==> config.mk <==
export PLATFORM = sky130hd
export DESIGN_NAME = irq_pq_ctrl
export DESIGN_NICKNAME = d
export VERILOG_FILES = /design/src/rtl/irq_pq_pkg.sv /design/src/rtl/irq_pq_decode.sv /design/src/rtl/irq_pq_bank.sv /design/src/rtl/irq_pq_notify.sv /design/src/rtl/irq_pq_ctrl.sv
export SDC_FILE = /design/constraint.sdc
export NUM_CORES = 1
export LEC_CHECK = 0
export ABC_AREA = 1
export BUFFER_PORTS_ARGS = -buffer_cell sky130_fd_sc_hd__buf_2
export CAP_MARGIN = 5
export CORE_UTILIZATION = 39
export CTS_CLUSTER_DIAMETER = 80
export CTS_CLUSTER_SIZE = 20
export DETAILED_ROUTE_END_ITERATION = 8
export GPL_TIMING_DRIVEN = 0
export PLACE_DENSITY = 0.62
export SLEW_MARGIN = 10
export SYNTH_ARGS = -nofsm -noshare
export SYNTH_HDL_FRONTEND = slang
export SYNTH_SLANG_ARGS = --single-unit
==> constraint.sdc <==
create_clock -name clk -period 4.3 [get_ports clk]
set_input_delay 1.29 -clock clk [delete_from_list [all_inputs] [get_ports clk]]
set_output_delay 1.29 -clock clk [all_outputs]
set_load 0.005 [all_outputs]
==> src/rtl/irq_pq_pkg.sv <==
package irq_pq_pkg;

  typedef enum logic [2:0] {
    OP_NONE,
    OP_TRIG,
    OP_LD_EOI,
    OP_ST_EOI,
    OP_GET,
    OP_SET,
    OP_RDZ
  } op_e;

  localparam logic [31:0] OFS_LD_EOI = 32'h000;
  localparam logic [31:0] OFS_ST_EOI = 32'h400;
  localparam logic [31:0] OFS_GET    = 32'h800;

  // returns {notify, next_state}
  function automatic logic [2:0] pq_trigger(input logic [1:0] s);
    case (s)
      2'b00:   pq_trigger = {1'b1, 2'b10};
      2'b01:   pq_trigger = {1'b0, 2'b01};
      default: pq_trigger = {1'b0, 2'b11};
    endcase
  endfunction

  function automatic logic [2:0] pq_eoi(input logic [1:0] s, input logic lsi,
                                        input logic lvl);
    if (s == 2'b01)      pq_eoi = {1'b0, 2'b01};
    else if (lsi)        pq_eoi = lvl ? {1'b1, 2'b10} : {1'b0, 2'b00};
    else if (s == 2'b11) pq_eoi = {1'b1, 2'b10};
    else                 pq_eoi = {1'b0, 2'b00};
  endfunction

endpackage

==> src/rtl/irq_pq_decode.sv <==
module irq_pq_decode
  import irq_pq_pkg::*;
#(
  parameter int NUM_SRC    = 8,
  parameter int PAGE_SHIFT = 13,
  parameter int SRC_W      = 3,
  parameter int ADDR_W     = 16
) (
  input  logic              req_valid,
  input  logic              req_write,
  input  logic [ADDR_W-1:0] req_addr,
  input  logic              store_eoi_en,
  output op_e               op,
  output logic [SRC_W-1:0]  op_src,
  output logic [1:0]        op_val
);

  localparam bit TWO_PAGE = (PAGE_SHIFT == 13) || (PAGE_SHIFT == 17);
  localparam int OFF_W    = TWO_PAGE ? PAGE_SHIFT - 1 : PAGE_SHIFT;

  logic        mgmt;
  logic [31:0] off32;
  logic        src_ok;
  logic        set_hit;

  generate
    if (TWO_PAGE) begin : g_split
      assign mgmt = req_addr[PAGE_SHIFT-1];
    end else begin : g_single
      assign mgmt = 1'b1;
    end
  endgenerate

  assign off32   = 32'(req_addr[OFF_W-1:0]);
  assign op_src  = req_addr[PAGE_SHIFT +: SRC_W];
  assign src_ok  = 32'(op_src) < 32'(NUM_SRC);
  assign op_val  = off32[9:8];
  assign set_hit = (off32[31:12] == 20'd0) && (off32[11:10] == 2'b11) &&
                   (off32[7:0] == 8'd0);

  always_comb begin
    op = OP_NONE;
    if (req_valid) begin
      if (!src_ok) begin
        op = req_write ? OP_NONE : OP_RDZ;
      end else if (req_write) begin
        if (!mgmt)                          op = OP_TRIG;
        else if (!TWO_PAGE && off32 == 32'd0) op = OP_TRIG;
        else if (off32 == OFS_ST_EOI && store_eoi_en) op = OP_ST_EOI;
        else                                op = OP_NONE;
      end else begin
        if (!mgmt)                     op = OP_RDZ;
        else if (off32 == OFS_LD_EOI)  op = OP_LD_EOI;
        else if (off32 == OFS_GET)     op = OP_GET;
        else if (set_hit)              op = OP_SET;
        else                           op = OP_RDZ;
      end
    end
  end

endmodule

==> src/rtl/irq_pq_bank.sv <==
module irq_pq_bank
  import irq_pq_pkg::*;
#(
  parameter int NUM_SRC = 8,
  parameter int SRC_W   = 3
) (
  input  logic               clk,
  input  logic               rst,
  input  op_e                op,
  input  logic [SRC_W-1:0]   op_src,
  input  logic [1:0]         op_val,
  input  logic [NUM_SRC-1:0] lsi_mask,
  input  logic [NUM_SRC-1:0] line_lvl,
  input  logic [NUM_SRC-1:0] line_edge,
  output logic [1:0]         old_pq,
  output logic [NUM_SRC-1:0] ntf_vec
);

  logic [1:0] pq_q [NUM_SRC];

  assign old_pq = pq_q[op_src];

  generate
    for (genvar i = 0; i < NUM_SRC; i++) begin : g_src
      logic       hit;
      logic [1:0] s1, s2;
      logic       n1, n2;

      assign hit = (op != OP_NONE) && (op_src == SRC_W'(i));

      always_comb begin
        s1 = pq_q[i];
        n1 = 1'b0;
        if (hit) begin
          case (op)
            OP_TRIG:              {n1, s1} = pq_trigger(pq_q[i]);
            OP_LD_EOI, OP_ST_EOI: {n1, s1} = pq_eoi(pq_q[i], lsi_mask[i], line_lvl[i]);
            OP_SET:               s1 = op_val;
            default:              s1 = pq_q[i];
          endcase
        end
      end

      always_comb begin
        s2 = s1;
        n2 = 1'b0;
        if (lsi_mask[i]) begin
          if (line_lvl[i] && s1 == 2'b00) begin
            s2 = 2'b10;
            n2 = 1'b1;
          end
        end else if (line_edge[i]) begin
          {n2, s2} = pq_trigger(s1);
        end
      end

      assign ntf_vec[i] = n1 | n2;

      always_ff @(posedge clk) begin
        if (rst) pq_q[i] <= 2'b00;
        else     pq_q[i] <= s2;
      end

      // a source that just notified is left pending
      assert_notify_pending_R2: assert property (@(posedge clk) disable iff (rst)
        ntf_vec[i] |=> pq_q[i][1]);

      // an off source stays off unless software touches it
      assert_off_holds_R2: assert property (@(posedge clk) disable iff (rst)
        (pq_q[i] == 2'b01 && !hit) |=> pq_q[i] == 2'b01);
    end
  endgenerate

endmodule

==> src/rtl/irq_pq_notify.sv <==
module irq_pq_notify #(
  parameter int NUM_SRC = 8,
  parameter int SRC_W   = 3
) (
  input  logic               clk,
  input  logic               rst,
  input  logic [NUM_SRC-1:0] ntf_vec,
  input  logic               ntf_ready,
  output logic               ntf_valid,
  output logic [SRC_W-1:0]   ntf_src
);

  logic [NUM_SRC-1:0] pend_q, pend_n;
  logic [SRC_W-1:0]   pick;
  logic               any;
  logic               slot_free;

  assign slot_free = !ntf_valid || ntf_ready;

  always_comb begin
    pick = '0;
    any  = 1'b0;
    for (int j = NUM_SRC - 1; j >= 0; j--) begin
      if (pend_q[j]) begin
        pick = SRC_W'(j);
        any  = 1'b1;
      end
    end
  end

  always_comb begin
    pend_n = pend_q;
    if (slot_free && any) pend_n[pick] = 1'b0;
    pend_n = pend_n | ntf_vec;
  end

  always_ff @(posedge clk) begin
    if (rst) begin
      pend_q    <= '0;
      ntf_valid <= 1'b0;
      ntf_src   <= '0;
    end else begin
      pend_q <= pend_n;
      if (slot_free) begin
        ntf_valid <= any;
        if (any) ntf_src <= pick;
      end
    end
  end

  assert_hold_stall_R10: assert property (@(posedge clk) disable iff (rst)
    (ntf_valid && !ntf_ready) |=> (ntf_valid && $stable(ntf_src)));

  assert_src_range_R10: assert property (@(posedge clk) disable iff (rst)
    ntf_valid |-> (32'(ntf_src) < 32'(NUM_SRC)));

endmodule

==> src/rtl/irq_pq_ctrl.sv <==
module irq_pq_ctrl
  import irq_pq_pkg::*;
#(
  parameter int  NUM_SRC    = 8,
  parameter int  PAGE_SHIFT = 13,
  parameter int  DATA_W     = 64,
  localparam int SRC_W      = (NUM_SRC > 1) ? $clog2(NUM_SRC) : 1,
  localparam int ADDR_W     = SRC_W + PAGE_SHIFT
) (
  input  logic               clk,
  input  logic               rst,
  input  logic               req_valid,
  input  logic               req_write,
  input  logic [ADDR_W-1:0]  req_addr,
  output logic               rsp_valid,
  output logic [DATA_W-1:0]  rsp_data,
  input  logic               store_eoi_en,
  input  logic [NUM_SRC-1:0] lsi_mask,
  input  logic [NUM_SRC-1:0] irq_in,
  output logic               ntf_valid,
  input  logic               ntf_ready,
  output logic [SRC_W-1:0]   ntf_src
);

  op_e                op;
  logic [SRC_W-1:0]   op_src;
  logic [1:0]         op_val;
  logic [1:0]         old_pq;
  logic [NUM_SRC-1:0] ntf_vec;
  logic [NUM_SRC-1:0] line_s, line_p;
  logic [NUM_SRC-1:0] line_lvl, line_edge;
  logic               ret_state;

  always_ff @(posedge clk) begin
    if (rst) begin
      line_s <= '0;
      line_p <= '0;
    end else begin
      line_s <= irq_in;
      line_p <= line_s;
    end
  end

  assign line_lvl  = line_s & lsi_mask;
  assign line_edge = line_s & ~line_p & ~lsi_mask;

  irq_pq_decode #(
    .NUM_SRC(NUM_SRC), .PAGE_SHIFT(PAGE_SHIFT), .SRC_W(SRC_W), .ADDR_W(ADDR_W)
  ) i_decode (
    .req_valid(req_valid), .req_write(req_write), .req_addr(req_addr),
    .store_eoi_en(store_eoi_en), .op(op), .op_src(op_src), .op_val(op_val)
  );

  irq_pq_bank #(.NUM_SRC(NUM_SRC), .SRC_W(SRC_W)) i_bank (
    .clk(clk), .rst(rst), .op(op), .op_src(op_src), .op_val(op_val),
    .lsi_mask(lsi_mask), .line_lvl(line_lvl), .line_edge(line_edge),
    .old_pq(old_pq), .ntf_vec(ntf_vec)
  );

  irq_pq_notify #(.NUM_SRC(NUM_SRC), .SRC_W(SRC_W)) i_notify (
    .clk(clk), .rst(rst), .ntf_vec(ntf_vec), .ntf_ready(ntf_ready),
    .ntf_valid(ntf_valid), .ntf_src(ntf_src)
  );

  assign ret_state = (op == OP_LD_EOI) || (op == OP_GET) || (op == OP_SET);

  always_ff @(posedge clk) begin
    if (rst) begin
      rsp_valid <= 1'b0;
      rsp_data  <= '0;
    end else begin
      rsp_valid <= req_valid && !req_write;
      rsp_data  <= ret_state ? {{(DATA_W-2){1'b0}}, old_pq} : '0;
    end
  end

  assert_rsp_after_load_R4: assert property (@(posedge clk) disable iff (rst)
    rsp_valid |-> $past(req_valid && !req_write));

  assert_rsp_upper_zero_R4: assert property (@(posedge clk) disable iff (rst)
    rsp_valid |-> (rsp_data[DATA_W-1:2] == '0));

endmodule

==> results of run 1 <==
[final cells by class]
cell class                      instances  share of cell area [%]
Buffer                                 71                    12.5
Sequential cell                        47                    22.5
Clock inverter                          2                   0.328
Timing Repair Buffer                   44                    5.26
Multi-Input combinational cell        418                    47.5
Tap cell                              108                    3.22
Inverter                               76                    6.81
Clock buffer                            6                    1.97
[where the power goes]
part	leakage, nW	total, W	switching [W]	internal [W]
Clock	0.0516	0.000288	0.000156	0.000132
Combinational	1.73	0.000289	0.000175	0.000114
Sequential	0.386	0.000478	0.0000146	0.000463
Total	2.17	0.00105	0.000345	0.000709
[critical path, stage by stage]
cell and delay (ns):
sky130_fd_sc_hd__buf_2 0.09, sky130_fd_sc_hd__nor2_1 0.09, sky130_fd_sc_hd__nand2_1 0.09, sky130_fd_sc_hd__nor2_4 0.16, sky130_fd_sc_hd__nand3_1 0.13, sky130_fd_sc_hd__nand2_4 0.14
sky130_fd_sc_hd__clkbuf_1 0.44, sky130_fd_sc_hd__nand4_1 0.20, sky130_fd_sc_hd__nand4_1 0.14, sky130_fd_sc_hd__nand2_1 0.09, sky130_fd_sc_hd__nand3_1 0.12, sky130_fd_sc_hd__a21oi_1 0.08
[registers in the layout, summed over array words and instances (netlist names)]
signal              cells
i_bank.pq_q            16
i_notify.ntf_src        3
i_notify.ntf_valid      1
i_notify.pend_q         8
line_p                  8
line_s                  8
rsp_data                2
rsp_valid               1
[path summary, 6_finish.rpt]
kind,startpoint,to,slack (ns),cells past startpoint
worst min register to register,line_s[3],line_p[3],0.45,2
worst max register to register,i_notify.pend_q[7],i_notify.pend_q[7],2.48,9
worst min-delay path,line_s[3],line_p[3],0.45,2
worst max-delay path,req_addr[1],i_notify.pend_q[6],1.41,12
[through the flow]
| stage | instances | setup WS, ns |
|---|---|---|
| 3_3_place_gp | 764 | 1.09 |
| 6_report | 772 | 1.41 |
| 4_1_cts | 772 | 1.43 |
| 2_1_floorplan | 612 | 1.63 |
| 3_5_place_dp | 764 | 1.10 |
| 5_1_grt | 772 | 1.18 |
[metal layers]
layer / track usage, % / vias up / share of wire, %
li1: - / 1863 / -
met1: 23.3 / 1498 / 44
met2: 31.2 / 131 / 48
met3: 3.32 / 17 / 6.0
met4: 8.27 / 0 / 2.2
met5: 0 / - / 0
[cell usage after synthesis]
library cell	count	area (um2)
sky130_fd_sc_hd__o22ai_1	4	25.0
sky130_fd_sc_hd__nand2_1	132	495
sky130_fd_sc_hd__nand2_2	10	62.6
sky130_fd_sc_hd__inv_2	5	18.8
sky130_fd_sc_hd__inv_1	70	263
sky130_fd_sc_hd__nand3_2	4	40.0
sky130_fd_sc_hd__nor2_1	51	191
sky130_fd_sc_hd__nand4_4	1	21.3
sky130_fd_sc_hd__clkbuf_1	5	18.8
sky130_fd_sc_hd__nor2_4	11	124
sky130_fd_sc_hd__buf_4	62	465
sky130_fd_sc_hd__and2_0	1	6.26
sky130_fd_sc_hd__nand3_1	37	185
sky130_fd_sc_hd__nor3_1	4	20.0
sky130_fd_sc_hd__a21boi_0	1	7.51
sky130_fd_sc_hd__o21ai_0	20	100
sky130_fd_sc_hd__nor2_2	4	25.0
sky130_fd_sc_hd__buf_6	3	33.8
sky130_fd_sc_hd__buf_2	1	5.00
sky130_fd_sc_hd__nor4_1	1	6.26
sky130_fd_sc_hd__nand2_8	1	20.0
sky130_fd_sc_hd__nand4_2	1	12.5
sky130_fd_sc_hd__a21oi_1	42	210
sky130_fd_sc_hd__nand2_4	2	22.5
sky130_fd_sc_hd__nand4_1	26	163
sky130_fd_sc_hd__dfxtp_1	47	941
sky130_fd_sc_hd__conb_1	1	3.75
sky130_fd_sc_hd__a31oi_1	3	18.8
sky130_fd_sc_hd__clkinv_1	1	3.75
[cells by family (layout without fill, tap and decap cells)]
kind of cell,count (synthesis),count (layout),share of synthesized area (%)
AO/OA/AOI/OAI,70,70,10.3
AND/OR/NAND/NOR,286,286,39.8
flip-flops,47,47,26.8
buffers and inverters,147,199,23.0
other,1,62,0.107
==> reports/qor_table.md, run 1 <==
| Quantity | Value | Unit |
|:---|:---|:---|
| Outcome | finished clean | - |
| Standard cell core area | 8720 | um2 |
| Via-to-Cell Ratio | 4.55 | - |
| Slew @ Worst Pin | 0.715 | ns |
| Min Clock Period, post-route | 2.89 | ns |
| Mapped cell area | 3510 | um2 |
| Most frequent cells in the layout | 132 x sky130_fd_sc_hd__nand2_1, 70 x sky130_fd_sc_hd__inv_1, 62 x sky130_fd_sc_hd__buf_4, 62 x sky130_fd_sc_hd__conb_1, 51 x sky130_fd_sc_hd__nor2_1 | - |
| First-pass GRT wire length | 14.2 | mm |
| Crit path capture type | flip-flop | - |
| Cell Pwr Density | 252 | nW/um2 |
| Number of port buffers | 44 | - |
| Clock tree root buffer cell | sky130_fd_sc_hd__clkbuf_8 | - |
| Final core utilization | 48.0 | % |
| Final weighted congestion in routability-driven placement | 0.927 | - |
| Post-CTS Repair Setup Buffers | 0 | - |
| Seq/Total Area, Yosys | 26.8 | % |
| Total clock sinks | 47 | - |
| Clock Skews | 0.0115 | ns |
| Hold Buf Count CTS | 0 | - |
| Total of endpoints with negative setup slack in the final report | 0 | - |
| Clock buffer depth | 2 | - |
| Syn_area_per_cell | 6.37 | um2 |
| Static leakage | 2.17 | nW |
| Cells after Synth | 551 | - |
| Flip-flop and latch count after synthesis | 47 | - |
| Largest net degree at the start of global routing | 16 | - |
| Antenna violations before repair | 0 | - |
| Count of yosys warnings during synthesis | 0 | - |
| Global-route usage over all layers | 18.7 | % |
| GR Overflow Total | 0 | - |
| # rows | 34 | - |
| Worst hold slack | 0.449 | ns |
| DR pass1 iterations | 7 | - |
| Required time reported for the critical path endpoint | 4.47 | ns |
| Placed Instance Area | 4090 | um2 |
| Achievable frequency | 346 | MHz |
| Starting density of the core | 40.2 | % |
| Latest clock arrival within the worst-skew pair | 0.30 | ns |
| Most common library cell in the layout ignoring fill and taps | sky130_fd_sc_hd__nand2_1 | - |
| Post-route cell area | 4190 | um2 |
| Unrepaired setup endpoints after global routing | false | - |
| CTS clock-pin slew for the worst setup and hold paths | 0.10 | ns |
| Maximum VDD drop | 0.140 | mV |
| Post-Route Setup TNS | 0 | ns |
| Max transition margin | 52.3 | % |
| Hold crit path type | reg2reg | - |
| Final-stage net count | 701 | - |
| Die Outline Area | 9380 | um2 |
| Top fanout value on the critical path | 10 | - |
| Arrival time at the worst endpoint | 3.06 | ns |
| Layout overhead on the synthesized area | 19.4 | % |
| Routed vias | 3509 | - |
| Final slew viol count | 0 | - |
| Routed length per placed instance | 11.3 | um |
| Area taken by flip-flops and latches | 941 | um2 |
| Fin. Hold Viols | 0 | - |
| Category of the worst setup path launch point | input pin | - |
| First-iteration detailed-routing DRC count | 141 | - |
| TritonCTS Buffers | 5 | - |
| HPWL after detailed placement | 6.69 | mm |
| Final worst-path cycle share | 67.2 | % |
| Category of the most critical setup path | in2reg | - |
| Chip Width | 96.9 | um |
| Count of fill cells added during filler insertion | 895 | - |
| Ant diodes | 0 | - |
| Ratio of cells with drive above 1 in the final layout | 23.6 | % |
| Count of unique library cells instantiated by Yosys | 29 | - |
| Area of the multi-input gates | 1990 | um2 |
| Number of levels the H-tree was split into | 2 | - |
| Count of boundary I/O pins | 107 | - |
| Final wirelength | 8.73 | mm |
| Final ANT Viol Nets | 0 | - |
| Number of instances resized during post-cts repair | 0 | - |
| Design Power | 0.00105 | W |
| CTS tree | yes | - |
| DRC violations left | 0 | - |
| Count of maximum capacitance violations | 0 | - |
| Chip height | 96.9 | um |
| Number of global-route vias before repair | 3097 | - |
Power figures use the tool's default switching activity.
==> run 2: changes to the inputs <==
--- a/config.mk
+++ b/config.mk
@@ -5,7 +5,7 @@
 export SDC_FILE = /design/constraint.sdc
 export NUM_CORES = 1
 export LEC_CHECK = 0
-export ABC_AREA = 1
+export ABC_AREA = 0
 export BUFFER_PORTS_ARGS = -buffer_cell sky130_fd_sc_hd__buf_2
 export CAP_MARGIN = 5
 export CORE_UTILIZATION = 39
@@ -13,7 +13,7 @@
 export CTS_CLUSTER_SIZE = 20
 export DETAILED_ROUTE_END_ITERATION = 8
 export GPL_TIMING_DRIVEN = 0
-export PLACE_DENSITY = 0.62
+export PLACE_DENSITY = 0.63
 export SLEW_MARGIN = 10
 export SYNTH_ARGS = -nofsm -noshare
 export SYNTH_HDL_FRONTEND = slang
==> constraint.sdc (replaced) <==
create_clock -name clk -period 2.9 [get_ports clk]
set_input_delay 0.87 -clock clk [delete_from_list [all_inputs] [get_ports clk]]
set_output_delay 0.87 -clock clk [all_outputs]
set_load 0.005 [all_outputs]
==> run 2 against run 1 <==
  * Flip-flop and latch count is the same
  * First-iteration DRC count increased by 120%
  * Clock skew is 0.0045 ns lower
  * The flow now finishes with violations (setup timing)
==> reports/qor_table.md, run 2 <==
| Quantity | Value | Unit |
|:---|:---|:---|
| Outcome | finished, violations left | - |
| Failing checks | setup timing | - |
| Power spent charging and discharging nets | 0.000549 | W |
| Most frequent cells after synthesis | 62 x sky130_fd_sc_hd__buf_4, 47 x sky130_fd_sc_hd__dfxtp_1, 30 x sky130_fd_sc_hd__nor2_1 | - |
| DR pass1 iterations | 5 | - |
| Cell Pwr Density | 384 | nW/um2 |
| Post-synth top area cell | sky130_fd_sc_hd__dfxtp_1 | - |
| Part of the power in combinational logic | 28.1 | % |
| Largest net degree at the start of global routing | 15 | - |
| Largest register by flop count | i_bank.pq_q | - |
| Ant diodes | 0 | - |
| Unrepaired setup endpoints after global routing | true | - |
| Worst hold path depth | 2 | - |
| Placed Instance Area | 3920 | um2 |
| Clock buffer depth | 2 | - |
| Final wirelength | 10.3 | mm |
| Chip Width | 94.3 | um |
| Worst hold slack | 0.461 | ns |
| Fin. Hold Viols | 0 | - |
| Mapped cell area | 3320 | um2 |
| Total of endpoints with negative setup slack in the final report | 24 | - |
| Number of enable flip-flop cells after synthesis | 0 | - |
| Standard cell core area | 8220 | um2 |
| Hold Buf Count CTS | 0 | - |
| Hold crit path type | reg2reg | - |
| DRC violations left | 0 | - |
| Count of boundary I/O pins | 107 | - |
| Design Power | 0.00182 | W |
| Final slew viol count | 0 | - |
| Category of the worst setup path launch point | input pin | - |
| Number of global-route vias before repair | 3291 | - |
| Syn_area_per_cell | 7.97 | um2 |
| Min Clock Period, post-route | 3.21 | ns |
| Register-to-register setup slack | 1.07 | ns |
| Layout overhead on the synthesized area | 42.7 | % |
| Count of unique library cells instantiated by Yosys | 57 | - |
| Most common library cell in the layout ignoring fill and taps | sky130_fd_sc_hd__buf_4 | - |
| First element of the critical path | req_addr[1] | - |
| Minimum setup slack in the final design | -0.312 | ns |
| Final-stage net count | 595 | - |
| Cell depth of the worst flop-to-flop path | 6 | - |
| Clk pwr share | 31.8 | % |
| Flip-flop count of the largest register, all copies and words added | 16 | - |
| Final ANT Viol Nets | 0 | - |
| TritonCTS Buffers | 5 | - |
| Count of maximum capacitance violations | 0 | - |
| Ratio of cells with drive above 1 in the final layout | 38.0 | % |
| Global-route usage over all layers | 23.0 | % |
| Net switching fraction of the power | 30.2 | % |
| Clock tree root buffer cell | sky130_fd_sc_hd__clkbuf_8 | - |
| CTS tree | yes | - |
| Internal power | 0.00127 | W |
| Routed vias | 3596 | - |
| Maximum VDD drop | 0.285 | mV |
| HPWL after detailed placement | 6.89 | mm |
| Ys flop type | sky130_fd_sc_hd__dfxtp_1 | - |
| Latest clock arrival within the worst-skew pair | 0.30 | ns |
| Most frequent cells in the layout | 85 x sky130_fd_sc_hd__buf_4, 62 x sky130_fd_sc_hd__conb_1, 47 x sky130_fd_sc_hd__dfxtp_1, 40 x sky130_fd_sc_hd__buf_2, 28 x sky130_fd_sc_hd__nor2_1 | - |
| Number of standard cells in the final layout excluding fillers | 663 | - |
| First-iteration detailed-routing DRC count | 311 | - |
| Routed length per placed instance | 15.5 | um |
| GR Overflow Total | 0 | - |
| Final weighted congestion in routability-driven placement | 0.959 | - |
| Final worst-path cycle share | 111 | % |
| Number of port buffers | 44 | - |
| Required time reported for the critical path endpoint | 3.14 | ns |
| Capturing point of the worst reg2reg path | i_bank.pq_q[5][0] | - |
| Clock Skews | 0.00699 | ns |
| Most common cell in the netlist | sky130_fd_sc_hd__buf_4 | - |
| Static leakage | 2.08 | nW |
| Post-route cell area | 4740 | um2 |
| Cell Count Post-Placement | 627 | - |
| First-pass GRT wire length | 16.0 | mm |
| Via-to-Cell Ratio | 5.42 | - |
| Arrival time at the worst endpoint | 3.45 | ns |
| Flip-flop and latch count after synthesis | 47 | - |
| # rows | 33 | - |
| Antenna violations before repair | 0 | - |
| Count of yosys warnings during synthesis | 0 | - |
| Category of the most critical setup path | in2reg | - |
| Number of levels the H-tree was split into | 2 | - |
| End point of the critical path | i_bank.pq_q[5][0] | - |
| Top fanout value on the critical path | 4 | - |
| Area share of the largest cell type after synthesis | 28.3 | % |
| Starting density of the core | 40.4 | % |
| Share of total power in sequential cells | 40.0 | % |
| Final core utilization | 57.7 | % |
| Share of async-settable or async-resettable flops after synthesis | 0 | % |
| CTS clock-pin slew for the worst setup and hold paths | 0.09 | ns |
| Total clock sinks | 47 | - |
| Slew @ Worst Pin | 0.827 | ns |
| Chip height | 94.3 | um |
| Die Outline Area | 8890 | um2 |
| Crit path capture type | flip-flop | - |
| Achievable frequency | 311 | MHz |
| Launch instance of the worst register-to-register path | i_bank.pq_q[5][0] | - |
| Max transition margin | 44.6 | % |
| Top post-synthesis cells by area | sky130_fd_sc_hd__dfxtp_1 28%, sky130_fd_sc_hd__buf_4 14%, sky130_fd_sc_hd__nor2b_1 3.8% | - |
| Seq/Total Area, Yosys | 28.3 | % |
| Cells after Synth | 417 | - |
[run 2: changes by cell type after synthesis, moves of 9 or more]
cell | before | now
sky130_fd_sc_hd__nand3_1 | 37 | 15
sky130_fd_sc_hd__nand2_1 | 132 | 26
sky130_fd_sc_hd__nand2b_1 | 0 | 9
sky130_fd_sc_hd__inv_1 | 70 | 18
sky130_fd_sc_hd__nor2_4 | 11 | 0
sky130_fd_sc_hd__a21oi_1 | 42 | 24
sky130_fd_sc_hd__nor2_1 | 51 | 30
sky130_fd_sc_hd__and3_1 | 0 | 10
sky130_fd_sc_hd__nor2b_1 | 0 | 20
sky130_fd_sc_hd__nand4_1 | 26 | 4
sky130_fd_sc_hd__nand2_2 | 10 | 0
[run 2: final cells by class]
type                            count  area, um2
Sequential cell                    47        941
Buffer                             71        509
Clock inverter                      2       60.1
Timing Repair Buffer               72        478
Inverter                           18       67.6
Fill cell                         719       3480
Tap cell                          105        131
Clock buffer                        6       72.6
Multi-Input combinational cell    342       2480
[run 2: cell families (layout without fill, tap and decap cells)]
| logic type | Yosys count | count (layout) | synth area share (%) |
|---|---|---|---|
| compound gates | 128 | 128 | 27.5 |
| buf+inv | 89 | 169 | 17.1 |
| flops | 47 | 47 | 28.3 |
| mux | 12 | 12 | 5.12 |
| other cells | 1 | 62 | 0.113 |
| simple gates | 140 | 140 | 21.9 |
[run 2: metal layers]
| metal | part of all wire (%) | track usage, % | vias up |
|---|---|---|---|
| li1 | - | - | 1699 |
| met1 | 41 | 28.2 | 1666 |
| met2 | 48 | 39.7 | 194 |
| met3 | 7.9 | 3.32 | 37 |
| met4 | 3.1 | 10.1 | 0 |
| met5 | 0 | 0 | - |
[run 2: critical path: stages]
cell and delay (ns):
sky130_fd_sc_hd__buf_8 0.10, sky130_fd_sc_hd__or4_4 0.54, sky130_fd_sc_hd__o41a_1 0.57, sky130_fd_sc_hd__a211oi_4 0.31
sky130_fd_sc_hd__o21ai_4 0.12, sky130_fd_sc_hd__a32o_2 0.27, sky130_fd_sc_hd__or4b_4 0.52, sky130_fd_sc_hd__a21oi_2 0.14
[run 2: how the worst min path moves through the flow]
stage                              from             endpoint  slack [ns]
detailed placement  i_notify.ntf_src[1]  i_notify.ntf_src[1]        0.45
global route        i_notify.ntf_src[1]  i_notify.ntf_src[1]        0.49
CTS                 i_notify.ntf_src[0]  i_notify.ntf_src[0]        0.47
finish              i_notify.ntf_src[0]  i_notify.ntf_src[0]        0.46
floorplan                     line_s[4]    i_bank.pq_q[4][0]        0.45
global placement    i_notify.ntf_src[1]  i_notify.ntf_src[1]        0.45
[run 2: per-stage QoR]
stage               worst slack [ns]  setup TNS [ns]
floorplan                     -0.306           -2.78
global placement              -0.809          -14.78
detailed placement             -1.08          -18.81
CTS                           -0.205           -2.52
global route                  -0.370           -5.54
finish                        -0.312           -4.12
[run 2: what timing repair did]
action                                  in CTS  in global routing
resized for setup                           67                 27
buffers inserted                            24                  4
pin swaps                                   30                 22
endpoints found under the setup margin      24                 24
[run 2: power groups by stage]
stage	sequential (W)	clock [W]	combinational, W
2_1_floorplan	0.000731	0	0.000287
3_3_place_gp	0.000740	0	0.000392
3_5_place_dp	0.000741	0	0.000397
4_1_cts	0.000727	0.000585	0.000473
5_1_grt	0.000734	0.000607	0.000559
6_report	0.000729	0.000579	0.000512
